<file path="config.mk">
export PLATFORM = sky130hd
export DESIGN_NAME = flash_cmd_seq
export DESIGN_NICKNAME = d
export VERILOG_FILES = /design/src/rtl/fcs_pkg.sv /design/src/rtl/fcs_addr_match.sv /design/src/rtl/fcs_seq_fsm.sv /design/src/rtl/fcs_id_read.sv /design/src/rtl/flash_cmd_seq.sv
export SDC_FILE = /design/constraint.sdc
export NUM_CORES = 1
export LEC_CHECK = 0
export BUFFER_PORTS_ARGS = -buffer_cell sky130_fd_sc_hd__buf_2
export CORE_MARGIN = 5
export CORE_UTILIZATION = 51
export DETAILED_ROUTE_END_ITERATION = 8
export GPL_TIMING_DRIVEN = 0
export HOLD_SLACK_MARGIN = 0.1
export PLACE_DENSITY_LB_ADDON = 0.1
export SLEW_MARGIN = 20
export SYNTH_ARGS = -nofsm -noshare
export SYNTH_HDL_FRONTEND = slang
export SYNTH_HIERARCHICAL = 1
export SYNTH_SLANG_ARGS = --single-unit
</file>
<file path="constraint.sdc">
create_clock -name clk -period 7.2 [get_ports clk]
set_clock_uncertainty 0.1 [all_clocks]
set_input_delay 0.72 -clock clk [delete_from_list [all_inputs] [get_ports clk]]
set_output_delay 0.72 -clock clk [all_outputs]
set_load 0.02 [all_outputs]
</file>
<file path="src/rtl/fcs_pkg.sv">
// Package: shared state encoding and command byte values for the flash
// command sequencer. Assumes byte-wide command data.
package fcs_pkg;
    typedef enum logic [2:0] {
        S_IDLE, S_UNL1, S_UNL2, S_PROG, S_ERS1, S_ERS2, S_ERS3
    } seq_state_t;

    localparam logic [7:0] CD_KEY_A  = 8'hAA;
    localparam logic [7:0] CD_KEY_B  = 8'h55;
    localparam logic [7:0] CD_PROG   = 8'hA0;
    localparam logic [7:0] CD_ERASE  = 8'h80;
    localparam logic [7:0] CD_CHIP   = 8'h10;
    localparam logic [7:0] CD_SECT   = 8'h30;
    localparam logic [7:0] CD_LOCK   = 8'h40;
    localparam logic [7:0] CD_ID_IN  = 8'h90;
    localparam logic [7:0] CD_ID_OUT = 8'hF0;

    localparam logic [7:0] ID_MAKER  = 8'h1F;
    localparam logic [7:0] ID_DEV_LO = 8'h07;
    localparam logic [7:0] ID_DEV_HI = 8'h08;
    localparam logic [7:0] ID_EXTRA  = 8'h0F;
endpackage

</file>
<file path="src/rtl/fcs_addr_match.sv">
// Address matcher: flags the two command addresses, comparing only the
// low CMP_W bits of the bus address. Assumes CMP_W <= ADDR_W.
module fcs_addr_match #(
    parameter int ADDR_W = 18,
    parameter int CMP_W  = 11
) (
    input  logic [ADDR_W-1:0] addr,
    output logic              hit_first,
    output logic              hit_second
);
    localparam logic [CMP_W-1:0] KEY_FIRST  = CMP_W'(12'h555);
    localparam logic [CMP_W-1:0] KEY_SECOND = CMP_W'(12'h2AA);

    // Compare the decoded low bits against both command addresses.
    always_comb begin
        hit_first  = (addr[CMP_W-1:0] == KEY_FIRST);
        hit_second = (addr[CMP_W-1:0] == KEY_SECOND);
    end
endmodule

</file>
<file path="src/rtl/fcs_seq_fsm.sv">
// Sequence engine: steps through unlock and command writes and raises
// one-cycle registered requests. Assumes wr_go is already qualified by
// the busy input and lasts one cycle per bus write.
module fcs_seq_fsm
    import fcs_pkg::*;
#(
    parameter int ADDR_W = 18
) (
    input  logic              clk,
    input  logic              rst_n,
    input  logic              wr_go,
    input  logic              hit_first,
    input  logic              hit_second,
    input  logic [ADDR_W-1:0] wr_addr,
    input  logic [7:0]        wr_data,
    output logic              req_prog,
    output logic              req_chip_erase,
    output logic              req_sect_erase,
    output logic              req_lock,
    output logic [ADDR_W-1:0] req_addr,
    output logic [7:0]        req_data,
    output logic              id_mode
);
    seq_state_t state, nxt;
    logic n_prog, n_chip, n_sect, n_lock, n_id, n_any;

    // Next-state and request decode for one accepted write.
    always_comb begin
        nxt    = state;
        n_prog = 1'b0;
        n_chip = 1'b0;
        n_sect = 1'b0;
        n_lock = 1'b0;
        n_id   = id_mode;
        if (wr_go) begin
            nxt = S_IDLE;
            if (state != S_PROG && wr_data == CD_ID_OUT) begin
                n_id = 1'b0;
            end else begin
                case (state)
                    S_IDLE: if (hit_first && wr_data == CD_KEY_A)  nxt = S_UNL1;
                    S_UNL1: if (hit_second && wr_data == CD_KEY_B) nxt = S_UNL2;
                    S_UNL2: if (hit_first) begin
                        case (wr_data)
                            CD_PROG:  nxt  = S_PROG;
                            CD_ERASE: nxt  = S_ERS1;
                            CD_ID_IN: n_id = 1'b1;
                            default:  nxt  = S_IDLE;
                        endcase
                    end
                    S_PROG: n_prog = 1'b1;
                    S_ERS1: if (hit_first && wr_data == CD_KEY_A)  nxt = S_ERS2;
                    S_ERS2: if (hit_second && wr_data == CD_KEY_B) nxt = S_ERS3;
                    S_ERS3: begin
                        if (wr_data == CD_SECT)                   n_sect = 1'b1;
                        else if (hit_first && wr_data == CD_CHIP) n_chip = 1'b1;
                        else if (hit_first && wr_data == CD_LOCK) n_lock = 1'b1;
                    end
                    default: nxt = S_IDLE;
                endcase
            end
        end
        n_any = n_prog | n_chip | n_sect | n_lock;
    end

    // State, mode flag and request pulse registers.
    always_ff @(posedge clk) begin
        if (!rst_n) begin
            state          <= S_IDLE;
            id_mode        <= 1'b0;
            req_prog       <= 1'b0;
            req_chip_erase <= 1'b0;
            req_sect_erase <= 1'b0;
            req_lock       <= 1'b0;
        end else begin
            state          <= nxt;
            id_mode        <= n_id;
            req_prog       <= n_prog;
            req_chip_erase <= n_chip;
            req_sect_erase <= n_sect;
            req_lock       <= n_lock;
        end
    end

    // Capture the final write's address and data alongside a request.
    always_ff @(posedge clk) begin
        if (!rst_n) begin
            req_addr <= '0;
            req_data <= '0;
        end else if (n_any) begin
            req_addr <= wr_addr;
            req_data <= wr_data;
        end
    end
endmodule

</file>
<file path="src/rtl/fcs_id_read.sv">
// Read mux: returns identification bytes in ID mode, otherwise passes
// array data through. TOP_BOOT selects boot-sector placement and the
// device code. Assumes ADDR_W > BOOT_W.
module fcs_id_read
    import fcs_pkg::*;
#(
    parameter int ADDR_W   = 18,
    parameter int BOOT_W   = 14,
    parameter bit TOP_BOOT = 1'b0
) (
    input  logic              id_mode,
    input  logic [ADDR_W-1:0] rd_addr,
    input  logic [7:0]        arr_rdata,
    input  logic              boot_locked,
    output logic [7:0]        rd_data
);
    localparam int HI_W = ADDR_W - BOOT_W;
    logic       in_boot;
    logic [7:0] dev_code;

    generate
        if (TOP_BOOT) begin : g_top
            assign in_boot  = &rd_addr[ADDR_W-1:BOOT_W];
            assign dev_code = ID_DEV_HI;
        end else begin : g_bottom
            assign in_boot  = (rd_addr[ADDR_W-1:BOOT_W] == HI_W'(0));
            assign dev_code = ID_DEV_LO;
        end
    endgenerate

    // Choose between the identification table and the array path.
    always_comb begin
        if (!id_mode) begin
            rd_data = arr_rdata;
        end else begin
            case (rd_addr[1:0])
                2'd0:    rd_data = ID_MAKER;
                2'd1:    rd_data = dev_code;
                2'd2:    rd_data = in_boot ? {7'b0, boot_locked} : 8'h00;
                default: rd_data = ID_EXTRA;
            endcase
        end
    end
endmodule

</file>
<file path="src/rtl/flash_cmd_seq.sv">
// Top: flash command sequencer. Decodes unlock and command write
// sequences into one-cycle requests and serves identification reads.
// Assumes wr_vld is synchronous and one cycle per bus write.
module flash_cmd_seq #(
    parameter int ADDR_W   = 18,
    parameter int CMP_W    = 11,
    parameter int BOOT_W   = 14,
    parameter bit TOP_BOOT = 1'b0
) (
    input  logic              clk,
    input  logic              rst_n,
    input  logic              wr_vld,
    input  logic [ADDR_W-1:0] wr_addr,
    input  logic [7:0]        wr_data,
    input  logic              erase_busy,
    input  logic [ADDR_W-1:0] rd_addr,
    input  logic [7:0]        arr_rdata,
    input  logic              boot_locked,
    output logic              req_prog,
    output logic              req_chip_erase,
    output logic              req_sect_erase,
    output logic              req_lock,
    output logic [ADDR_W-1:0] req_addr,
    output logic [7:0]        req_data,
    output logic              id_mode,
    output logic [7:0]        rd_data
);
    logic wr_go, hit_first, hit_second;

    // Drop writes while a chip erase is running.
    always_comb wr_go = wr_vld & ~erase_busy;

    fcs_addr_match #(.ADDR_W(ADDR_W), .CMP_W(CMP_W)) u_match (
        .addr      (wr_addr),
        .hit_first (hit_first),
        .hit_second(hit_second)
    );

    fcs_seq_fsm #(.ADDR_W(ADDR_W)) u_fsm (
        .clk           (clk),
        .rst_n         (rst_n),
        .wr_go         (wr_go),
        .hit_first     (hit_first),
        .hit_second    (hit_second),
        .wr_addr       (wr_addr),
        .wr_data       (wr_data),
        .req_prog      (req_prog),
        .req_chip_erase(req_chip_erase),
        .req_sect_erase(req_sect_erase),
        .req_lock      (req_lock),
        .req_addr      (req_addr),
        .req_data      (req_data),
        .id_mode       (id_mode)
    );

    fcs_id_read #(.ADDR_W(ADDR_W), .BOOT_W(BOOT_W), .TOP_BOOT(TOP_BOOT)) u_rd (
        .id_mode    (id_mode),
        .rd_addr    (rd_addr),
        .arr_rdata  (arr_rdata),
        .boot_locked(boot_locked),
        .rd_data    (rd_data)
    );
endmodule

</file>
==> metrics <==
Longest Clk Path Bufs=2; # IOs=96; setup_tns=0 ns; Worst Hold Class=reg -> reg; hold slack=0.384 ns; Post-Syn Area per Cell=7.92 um^2; data required time of the critical path=7.32 ns; Fmax=320 MHz; Final Power=0.380 mW; Final WS setup=4.08 ns; CTS tree=done; final net count=418; met3 Use GR=4.94%; vias in the first global route=2,260; Core Area=4030 um^2; Finish-stage setup viols=0; PwrDens=142 nW/um^2; met1 usage in global routing=32.1%; # placed instances=399; CTS Root Cell=clkbuf_8; Synth area leaders=dfxtp_1 (32%), a32oi_1 (7.8%), nand3_1 (6.6%); grt peak-use layer=met2; most common cell after layout, fill and taps aside=buf_2; most frequent cells in the layout=buf_2 (83), dfxtp_1 (34), nand2_1 (33); global route overflow=0; # H-tree levels=2; DR WL/cell=15.9 um; Area Growth Syn to Fin=25.7%; Leak=1.24 nW; die footprint=5580 um^2; Seq/Total Area, Yosys=31.9%; MaxCap Viol Count=0; Primary FF master, synth=dfxtp_1; Max Slew Vio Count=0; critical path class=in -> reg; critical path launch point type=input port; routed vias/inst=5.98; clk slew on worst S/H paths=0.06 ns; post-route insts no fill=407; Yosys cell types=44; IO Port Bufs=79; starting density of the core=53.0%; maximum VDD drop=0.000153 V; Final Cell Area=2690 um^2; largest area contributor in the netlist=dfxtp_1; Worst setup EP type=flip-flop; async set-reset flop share out of synthesis=0%; Cell Area, Synth=2140 um^2; YS warnings=6; layout cell share with drive strength beyond 1=28.3%; FP Rows=23; pre-CTS WS=3.84 ns; die width=74.7 um; largest net degree at the start of global routing=11; area post-placement=2590 um^2; gr usage total=24.2%; global-route wire length before repair=10.5 mm; relative slew slack=51.5%; worst skew pair latency=0.28 ns; Final Hold Viols=0; die height=74.7 um; ANT nets after route=0; syn_nets=332; grt met2 use=39.3%; worst-margin pin slew=0.723 ns; initial antenna violation count=0; post-route minimum period=3.12 ns; final core utilization=66.7%; Iter 0 DRT Violations=265; DR pass1 iterations=7; clk sinks=34; status=complete, no violations; Vias=2,434; Period Utilization, post-route=43.3%; crit path DAT=3.25 ns; EDFF count, synth=0; dpl hpwl=4.69 mm; GP Congestion=0.827; Post-Route WL=6.45 mm; Hold Buf Count CTS=0; register bit total from synthesis=34; # DRC=0; worst-path maximum fanout=10; unrepaired setup endpoints after global routing=false; Synth top area share=31.9%; post-synthesis cell count=270; ANT cells=0; CTS Buf Count=5; post-CTS setup buffers=0; CTS resizes=0
==> registers in the layout, summed over array words and instances (netlist names) <==
name / flops
u_fsm/id_mode: 1
u_fsm/req_addr: 18
u_fsm/state: 3
u_fsm/req_prog: 1
u_fsm/req_lock: 1
u_fsm/req_sect_erase: 1
u_fsm/req_chip_erase: 1
u_fsm/req_data: 8
==> cell families after synthesis <==
group	after synthesis	share of synthesized area [%]
fa+ha+maj	5	2.93
compound gates	43	15.5
flops	34	31.8
simple gates	154	42.2
mux	2	0.995
buf+inv	32	6.56
==> synthesized netlist by cell type (4+ instances only) <==
cell type,count
nand2_1,33
inv_1,6
nor2_1,11
nand4b_1,4
ha_1,5
a21oi_1,5
nor2b_1,6
a32oi_1,19
o21ai_0,9
nand3_1,28
and3_1,22
buf_2,4
clkbuf_1,20
nand4_1,19
nand2b_1,4
dfxtp_1,34
==> where the power goes <==
group | internal (mW) | switching [mW] | total, mW
registers | 0.188 | 0.0000000102 | 0.188
clock network | 0.0771 | 0.0681 | 0.145
logic | 0.0173 | 0.0299 | 0.0472
total | 0.282 | 0.0980 | 0.380
==> worst paths after layout <==
kind / cells past startpoint / slack, ns / to / startpoint
setup / recovery: 8 / 4.08 / u_fsm/req_addr[3] / wr_addr[1]
hold / removal: 2 / 0.38 / u_fsm/req_data[3] / u_fsm/req_data[3]
setup reg to reg: 6 / 5.07 / u_fsm/req_addr[3] / u_fsm/state[1]
hold reg to reg: 2 / 0.38 / u_fsm/req_data[3] / u_fsm/req_data[3]
==> final cells by class <==
type	instances	area [um^2]
Fill cell	385	1340
Multi-Input combinational cell	204	1320
Sequential cell	34	681
Timing Repair Buffer	79	395
Buffer	26	118
Clock buffer	7	86.3
Tap cell	50	62.6
Inverter	6	22.5
Clock inverter	1	5.00
==> critical path: stages <==
cell      delay (ns)
buf_2           0.12
or4b_1          0.53
nor4_2          0.45
nor2_1          0.11
o21ai_1         0.59
clkbuf_1        0.43
nand4_1         0.16
nand3_1         0.12
==> routing by layer <==
layer / vias up / wire (um)
li1: 1189 / -
met1: 1111 / 2760
met2: 126 / 3020
met3: 8 / 579
met4: 0 / 90
met5: - / 0
Power figures use the tool's default switching activity.
